--- config.mk ---
export PLATFORM = sky130hd
export DESIGN_NAME = mac_unit
export DESIGN_NICKNAME = d
export VERILOG_FILES = /design/src/rtl/mac_pkg.sv /design/src/rtl/mac_operand_regs.sv /design/src/rtl/mac_product.sv /design/src/rtl/mac_accum.sv /design/src/rtl/mac_round.sv /design/src/rtl/mac_unit.sv
export SDC_FILE = /design/constraint.sdc
export NUM_CORES = 1
export LEC_CHECK = 0
export ABC_AREA = 1
export CAP_MARGIN = 15
export CORE_AREA = 2 2 203 205
export DETAILED_ROUTE_END_ITERATION = 6
export DIE_AREA = 0 0 205 207
export HOLD_SLACK_MARGIN = 0.1
export PLACE_DENSITY_LB_ADDON = 0.15
export SYNTH_ARGS = -nofsm -noshare
export SYNTH_HDL_FRONTEND = slang
export SYNTH_SLANG_ARGS = --single-unit
--- constraint.sdc ---
create_clock -name clk_i -period 10.6 [get_ports clk_i]
set_clock_uncertainty 0.2 [all_clocks]
set_input_delay 2.12 -clock clk_i [delete_from_list [all_inputs] [get_ports clk_i]]
set_output_delay 2.12 -clock clk_i [all_outputs]
set_load 0.02 [all_outputs]
--- src/rtl/mac_pkg.sv ---
package mac_pkg;
  typedef enum logic [1:0] {
    WSEL_A    = 2'd0,
    WSEL_B    = 2'd1,
    WSEL_MODE = 2'd2
  } wsel_e;
endpackage

--- src/rtl/mac_operand_regs.sv ---
module mac_operand_regs
  import mac_pkg::*;
#(
  parameter int OP_W = 16
) (
  input  logic            clk_i,
  input  logic            rst_ni,
  input  logic            wr_en_i,
  input  logic [1:0]      wr_sel_i,
  input  logic [OP_W-1:0] wr_data_i,
  output logic [OP_W-1:0] a_o,
  output logic [OP_W-1:0] b_o,
  output logic            frac_o
);
  always_ff @(posedge clk_i or negedge rst_ni) begin
    if (!rst_ni) begin
      a_o    <= '0;
      b_o    <= '0;
      frac_o <= 1'b0;
    end else if (wr_en_i) begin
      unique case (wsel_e'(wr_sel_i))
        WSEL_A:    a_o    <= wr_data_i;
        WSEL_B:    b_o    <= wr_data_i;
        WSEL_MODE: frac_o <= wr_data_i[0];
        default:   ;
      endcase
    end
  end
endmodule

--- src/rtl/mac_product.sv ---
module mac_product #(
  parameter int OP_W  = 16,
  parameter int ACC_W = 40
) (
  input  logic [OP_W-1:0]  a_i,
  input  logic [OP_W-1:0]  b_i,
  input  logic             frac_i,
  output logic [ACC_W-1:0] prod_o
);
  localparam int PROD_W = 2 * OP_W;
  localparam int EXT_W  = ACC_W - PROD_W;

  logic signed [PROD_W-1:0] raw;
  logic        [ACC_W-1:0]  ext;

  always_comb begin
    raw    = $signed(a_i) * $signed(b_i);
    ext    = {{EXT_W{raw[PROD_W-1]}}, raw};
    // Q1.15 x Q1.15 gives Q2.30; shift to put the point below bit 31
    prod_o = frac_i ? {ext[ACC_W-2:0], 1'b0} : ext;
  end
endmodule

--- src/rtl/mac_accum.sv ---
module mac_accum #(
  parameter int ACC_W = 40
) (
  input  logic             clk_i,
  input  logic             rst_ni,
  input  logic             start_i,
  input  logic             op_mul_i,
  input  logic             clear_i,
  input  logic [ACC_W-1:0] prod_i,
  output logic [ACC_W-1:0] acc_o,
  output logic             ovf_o
);
  localparam int MSB = ACC_W - 1;

  logic [ACC_W-1:0] sum;
  logic             add_ovf;

  always_comb begin
    sum     = acc_o + prod_i;
    add_ovf = (acc_o[MSB] == prod_i[MSB]) && (sum[MSB] != acc_o[MSB]);
  end

  always_ff @(posedge clk_i or negedge rst_ni) begin
    if (!rst_ni) begin
      acc_o <= '0;
      ovf_o <= 1'b0;
    end else if (clear_i) begin
      acc_o <= '0;
      ovf_o <= 1'b0;
    end else if (start_i) begin
      if (op_mul_i) begin
        acc_o <= prod_i;
      end else begin
        acc_o <= sum;
        ovf_o <= ovf_o | add_ovf;
      end
    end
  end
endmodule

--- src/rtl/mac_round.sv ---
module mac_round #(
  parameter int OP_W  = 16,
  parameter int ACC_W = 40
) (
  input  logic [ACC_W-1:0] acc_i,
  input  logic             frac_i,
  output logic [OP_W-1:0]  rnd_o
);
  localparam int HI = 2 * OP_W - 1;

  logic [OP_W-1:0] frac_word;

  always_comb begin
    frac_word = acc_i[HI -: OP_W] + OP_W'(acc_i[OP_W-1]);
    rnd_o     = frac_i ? frac_word : acc_i[OP_W-1:0];
  end
endmodule

--- src/rtl/mac_unit.sv ---
module mac_unit #(
  parameter int OP_W  = 16,
  parameter int ACC_W = 40
) (
  input  logic                          clk_i,
  input  logic                          rst_ni,
  input  logic                          wr_en_i,
  input  logic [1:0]                    wr_sel_i,
  input  logic [OP_W-1:0]               wr_data_i,
  input  logic                          start_i,
  input  logic                          op_mul_i,
  input  logic                          clear_i,
  input  logic [$clog2(ACC_W/8+1)-1:0]  rd_sel_i,
  output logic [7:0]                    rd_byte_o,
  output logic [OP_W-1:0]               rnd_o,
  output logic                          neg_o,
  output logic                          zero_o,
  output logic                          ovf_o
);
  localparam int NBYTES = ACC_W / 8;
  localparam int SEL_W  = $clog2(NBYTES + 1);

  logic [OP_W-1:0]  a_q, b_q;
  logic             frac_q;
  logic [ACC_W-1:0] prod;
  logic [ACC_W-1:0] acc_q;
  logic [7:0]       bytes [NBYTES];

  mac_operand_regs #(.OP_W(OP_W)) u_regs (
    .clk_i, .rst_ni, .wr_en_i, .wr_sel_i, .wr_data_i,
    .a_o(a_q), .b_o(b_q), .frac_o(frac_q)
  );

  mac_product #(.OP_W(OP_W), .ACC_W(ACC_W)) u_prod (
    .a_i(a_q), .b_i(b_q), .frac_i(frac_q), .prod_o(prod)
  );

  mac_accum #(.ACC_W(ACC_W)) u_acc (
    .clk_i, .rst_ni, .start_i, .op_mul_i, .clear_i,
    .prod_i(prod), .acc_o(acc_q), .ovf_o(ovf_o)
  );

  mac_round #(.OP_W(OP_W), .ACC_W(ACC_W)) u_rnd (
    .acc_i(acc_q), .frac_i(frac_q), .rnd_o(rnd_o)
  );

  for (genvar k = 0; k < NBYTES; k++) begin : g_bytes
    assign bytes[k] = acc_q[8*k +: 8];
  end

  always_comb begin
    rd_byte_o = 8'h00;
    for (int k = 0; k < NBYTES; k++) begin
      if (rd_sel_i == SEL_W'(k)) rd_byte_o = bytes[k];
    end
  end

  assign neg_o  = acc_q[ACC_W-1];
  assign zero_o = ~|acc_q;
endmodule

==> flow_metrics.env <==
export IMPL_grt_total_usage=0.286
export IMPL_port_buffers=53
export IMPL_maxCapViolCount=0
export IMPL_synthCells=2606
export IMPL_grt_first_pass_wirelength_mm=93.4
export IMPL_hold_slack_ns=0.314
export IMPL_avgSynthCellArea_sq_um=6.89
export IMPL_setup_tns_final_ns=0
export IMPL_slowest_stage="dfrtp_1"
export IMPL_hold_viol_final=0
export IMPL_outcome="finished, final reports clean"
export IMPL_die_height_microns=207
export IMPL_min_period_ns=8.70
export IMPL_core_sq_um=40400
export IMPL_syn2layout_area_growth_pct=6.86
export IMPL_startpoint="u_regs.b_o[4]"
export IMPL_cts_resized=0
export IMPL_timing_final_ws_setup_ns=1.90
export IMPL_cts_clk_slew_worst_paths_ns=0.08
export IMPL_max_slew_margin=0.211
export IMPL_vias=16400
export IMPL_worstHoldStart="u_regs.b_o[15]"
export IMPL_drive_gt1_frac=0.0398
export IMPL_num_rows=74
export IMPL_rsz0062_at_grt="no"
export IMPL_drc=0
export IMPL_die_area_sq_um=42400
export IMPL_antenna_left=0
export IMPL_cts_buffers_inserted=9
export IMPL_syn_nets=3019
export IMPL_start_util=0.445
export IMPL_cts_tree="built"
export IMPL_layout_nets=2998
export IMPL_max_stage_delay_ns=0.82
export IMPL_syn_area_sq_um=18000
export IMPL_gp_congestion=0.980
export IMPL_reg2reg_depth=35
export IMPL_post_dp_hpwl_mm=49.1
export IMPL_final_util=0.475
export IMPL_ys_seq_elements=74
export IMPL_place_ws_ns=2.00
export IMPL_viasPerCell=5.25
export IMPL_max_freq_ghz=0.115
export IMPL_antenna_found_initial=0
export IMPL_rr_startpoint="u_regs.b_o[4]"
export IMPL_tightest_slew_ns=1.17
export IMPL_h_tree_depth=3
export IMPL_drt_wirelength_per_cell_microns=18.7
export IMPL_clk_path_buf_depth=2
export IMPL_dr_first_iter_drc_count=1233
export IMPL_crit_path_start_kind="flip-flop"
export IMPL_ys_types=44
export IMPL_path_class="reg -> reg"
export IMPL_wirelength_mm=58.3
export IMPL_crit_path_max_fanout=17
export IMPL_die_w_microns=205
export IMPL_final_fill_count=4225
export IMPL_hold_depth=2
export IMPL_worstSetupEndpointType="flip-flop"
export IMPL_cts_setup_buffers=0
export IMPL_period_share=0.821
export IMPL_hold_class="reg -> reg"
export IMPL_cp_common_cell="nand2_1"
export IMPL_slew_viol_final=0
export IMPL_ys_seq_area_frac=0.103
export IMPL_yosysWarningCount=0
export IMPL_required_ns=10.70
export IMPL_antenna_diode_count=0
export IMPL_grt_max_degree=54
export IMPL_ctsHoldBuffers=0
export IMPL_grt_overflow_total=0
export IMPL_io_pins=54
export IMPL_cts_root_buf="clkbuf_16"
export IMPL_clk_latency_ns=0.40
export IMPL_cts_sinks=74
export IMPL_setup_violations=0
export IMPL_cp_arrival_ns=8.80
export IMPL_drtPass1Iterations=5
export IMPL_grt_pass1_vias=16904
routing by layer:
| layer | GRT usage | vias to the layer above | wire, microns |
|---|---|---|---|
| met5 | 0 | - | 0 |
| met3 | 0.0562 | 107 | 3550 |
| met2 | 0.480 | 499 | 27900 |
| li1 | - | 7842 | - |
| met4 | 0.0908 | 0 | 2100 |
| met1 | 0.371 | 7952 | 24800 |
per-stage QoR:
stage	std cells	instance area (sq um)
floorplan	2606	18000
global placement	3106	18900
detailed placement	3106	18900
CTS	3122	19200
global route	3122	19200
finish	3122	19200
layout make-up:
| type | count | area, sq um | area share |
|---|---|---|---|
| clock buffers | 9 | 225 | 0.0117 |
| flip-flops and latches | 74 | 1850 | 0.0965 |
| repair buffers | 62 | 596 | 0.0310 |
| multi-input cells | 1805 | 13400 | 0.697 |
| well taps | 532 | 666 | 0.0347 |
| clock inverters | 7 | 98.8 | 0.00515 |
| inverters | 633 | 2380 | 0.124 |
final timing paths:
check	to	slack [ns]
min in group asynchronous	u_acc.acc_o[35]	1.41
worst max-delay path	u_acc.ovf_o	1.90
worst min register to register	u_regs.b_o[15]	0.31
worst max register to register	u_acc.ovf_o	1.90
worst min-delay path	u_regs.b_o[15]	0.31
max in group asynchronous	u_regs.a_o[13]	7.60
placed cells by master, fill, tap and decap left out, types with 18 or more instances in the layout:
master           synthesis  layout
nand2_1                656     656
inv_1                  605     605
fa_1                   263     263
nor2_1                 164     163
nand3_1                143     143
ha_1                   123     123
o21ai_0                108     108
a21oi_1                 96      96
dfrtp_1                 74      74
clkdlybuf4s50_1          0      52
o21ai_1                 47      47
nand4_1                 27      27
inv_2                   26      26
xor2_1                  18      18
kinds of logic after synthesis:
kind of cell    after synthesis  synth area share
simple gates               1071             0.254
compound gates              324             0.100
flops                        74             0.103
xor+xnor                     24            0.0117
buf+inv                     727             0.152
fa+ha+maj                   386             0.379
synthesized netlist by cell type (all sizes together):
master,count,share of area
nand3b,8,0.0033
a21boi,4,0.0017
xor2,18,0.0088
nor2,170,0.037
o21ai,155,0.043
nor4,14,0.0072
o221ai,1,0.00049
a31oi,9,0.0031
or2,14,0.0049
nor3,20,0.0070
inv,631,0.13
o31ai,2,0.00084
fa,263,0.29
o22ai,15,0.0052
clkbuf,88,0.018
nand4,27,0.0094
o21bai,11,0.0046
nand2,671,0.14
o211ai,12,0.0053
xnor2,6,0.0029
dfrtp,74,0.10
o21a,2,0.00084
clkinv,2,0.00042
a21oi,106,0.032
nand3,147,0.042
a21o,7,0.0029
ha,123,0.086
buf,6,0.0015
state kept, by name, indices dropped and copies added, names as in the netlist:
name and count:
u_acc.acc_o 40, u_acc.ovf_o 1, u_regs.b_o 16, u_regs.a_o 16, u_regs.frac_o 1
worst max-delay path: cells and delay by family, from the launching register on:
family / cells / cell delay (ns)
AO/OA/AOI/OAI: 2 / 0.22
adder cells (fa/ha/maj): 8 / 4.15
buffers and inverters: 7 / 0.46
flip-flops: 1 / 0.82
AND/OR/NAND/NOR: 18 / 2.74
Power is left out: the tool's default activity adds up to more than one toggle a clock period on the data nets, which glitch-free logic cannot reach.
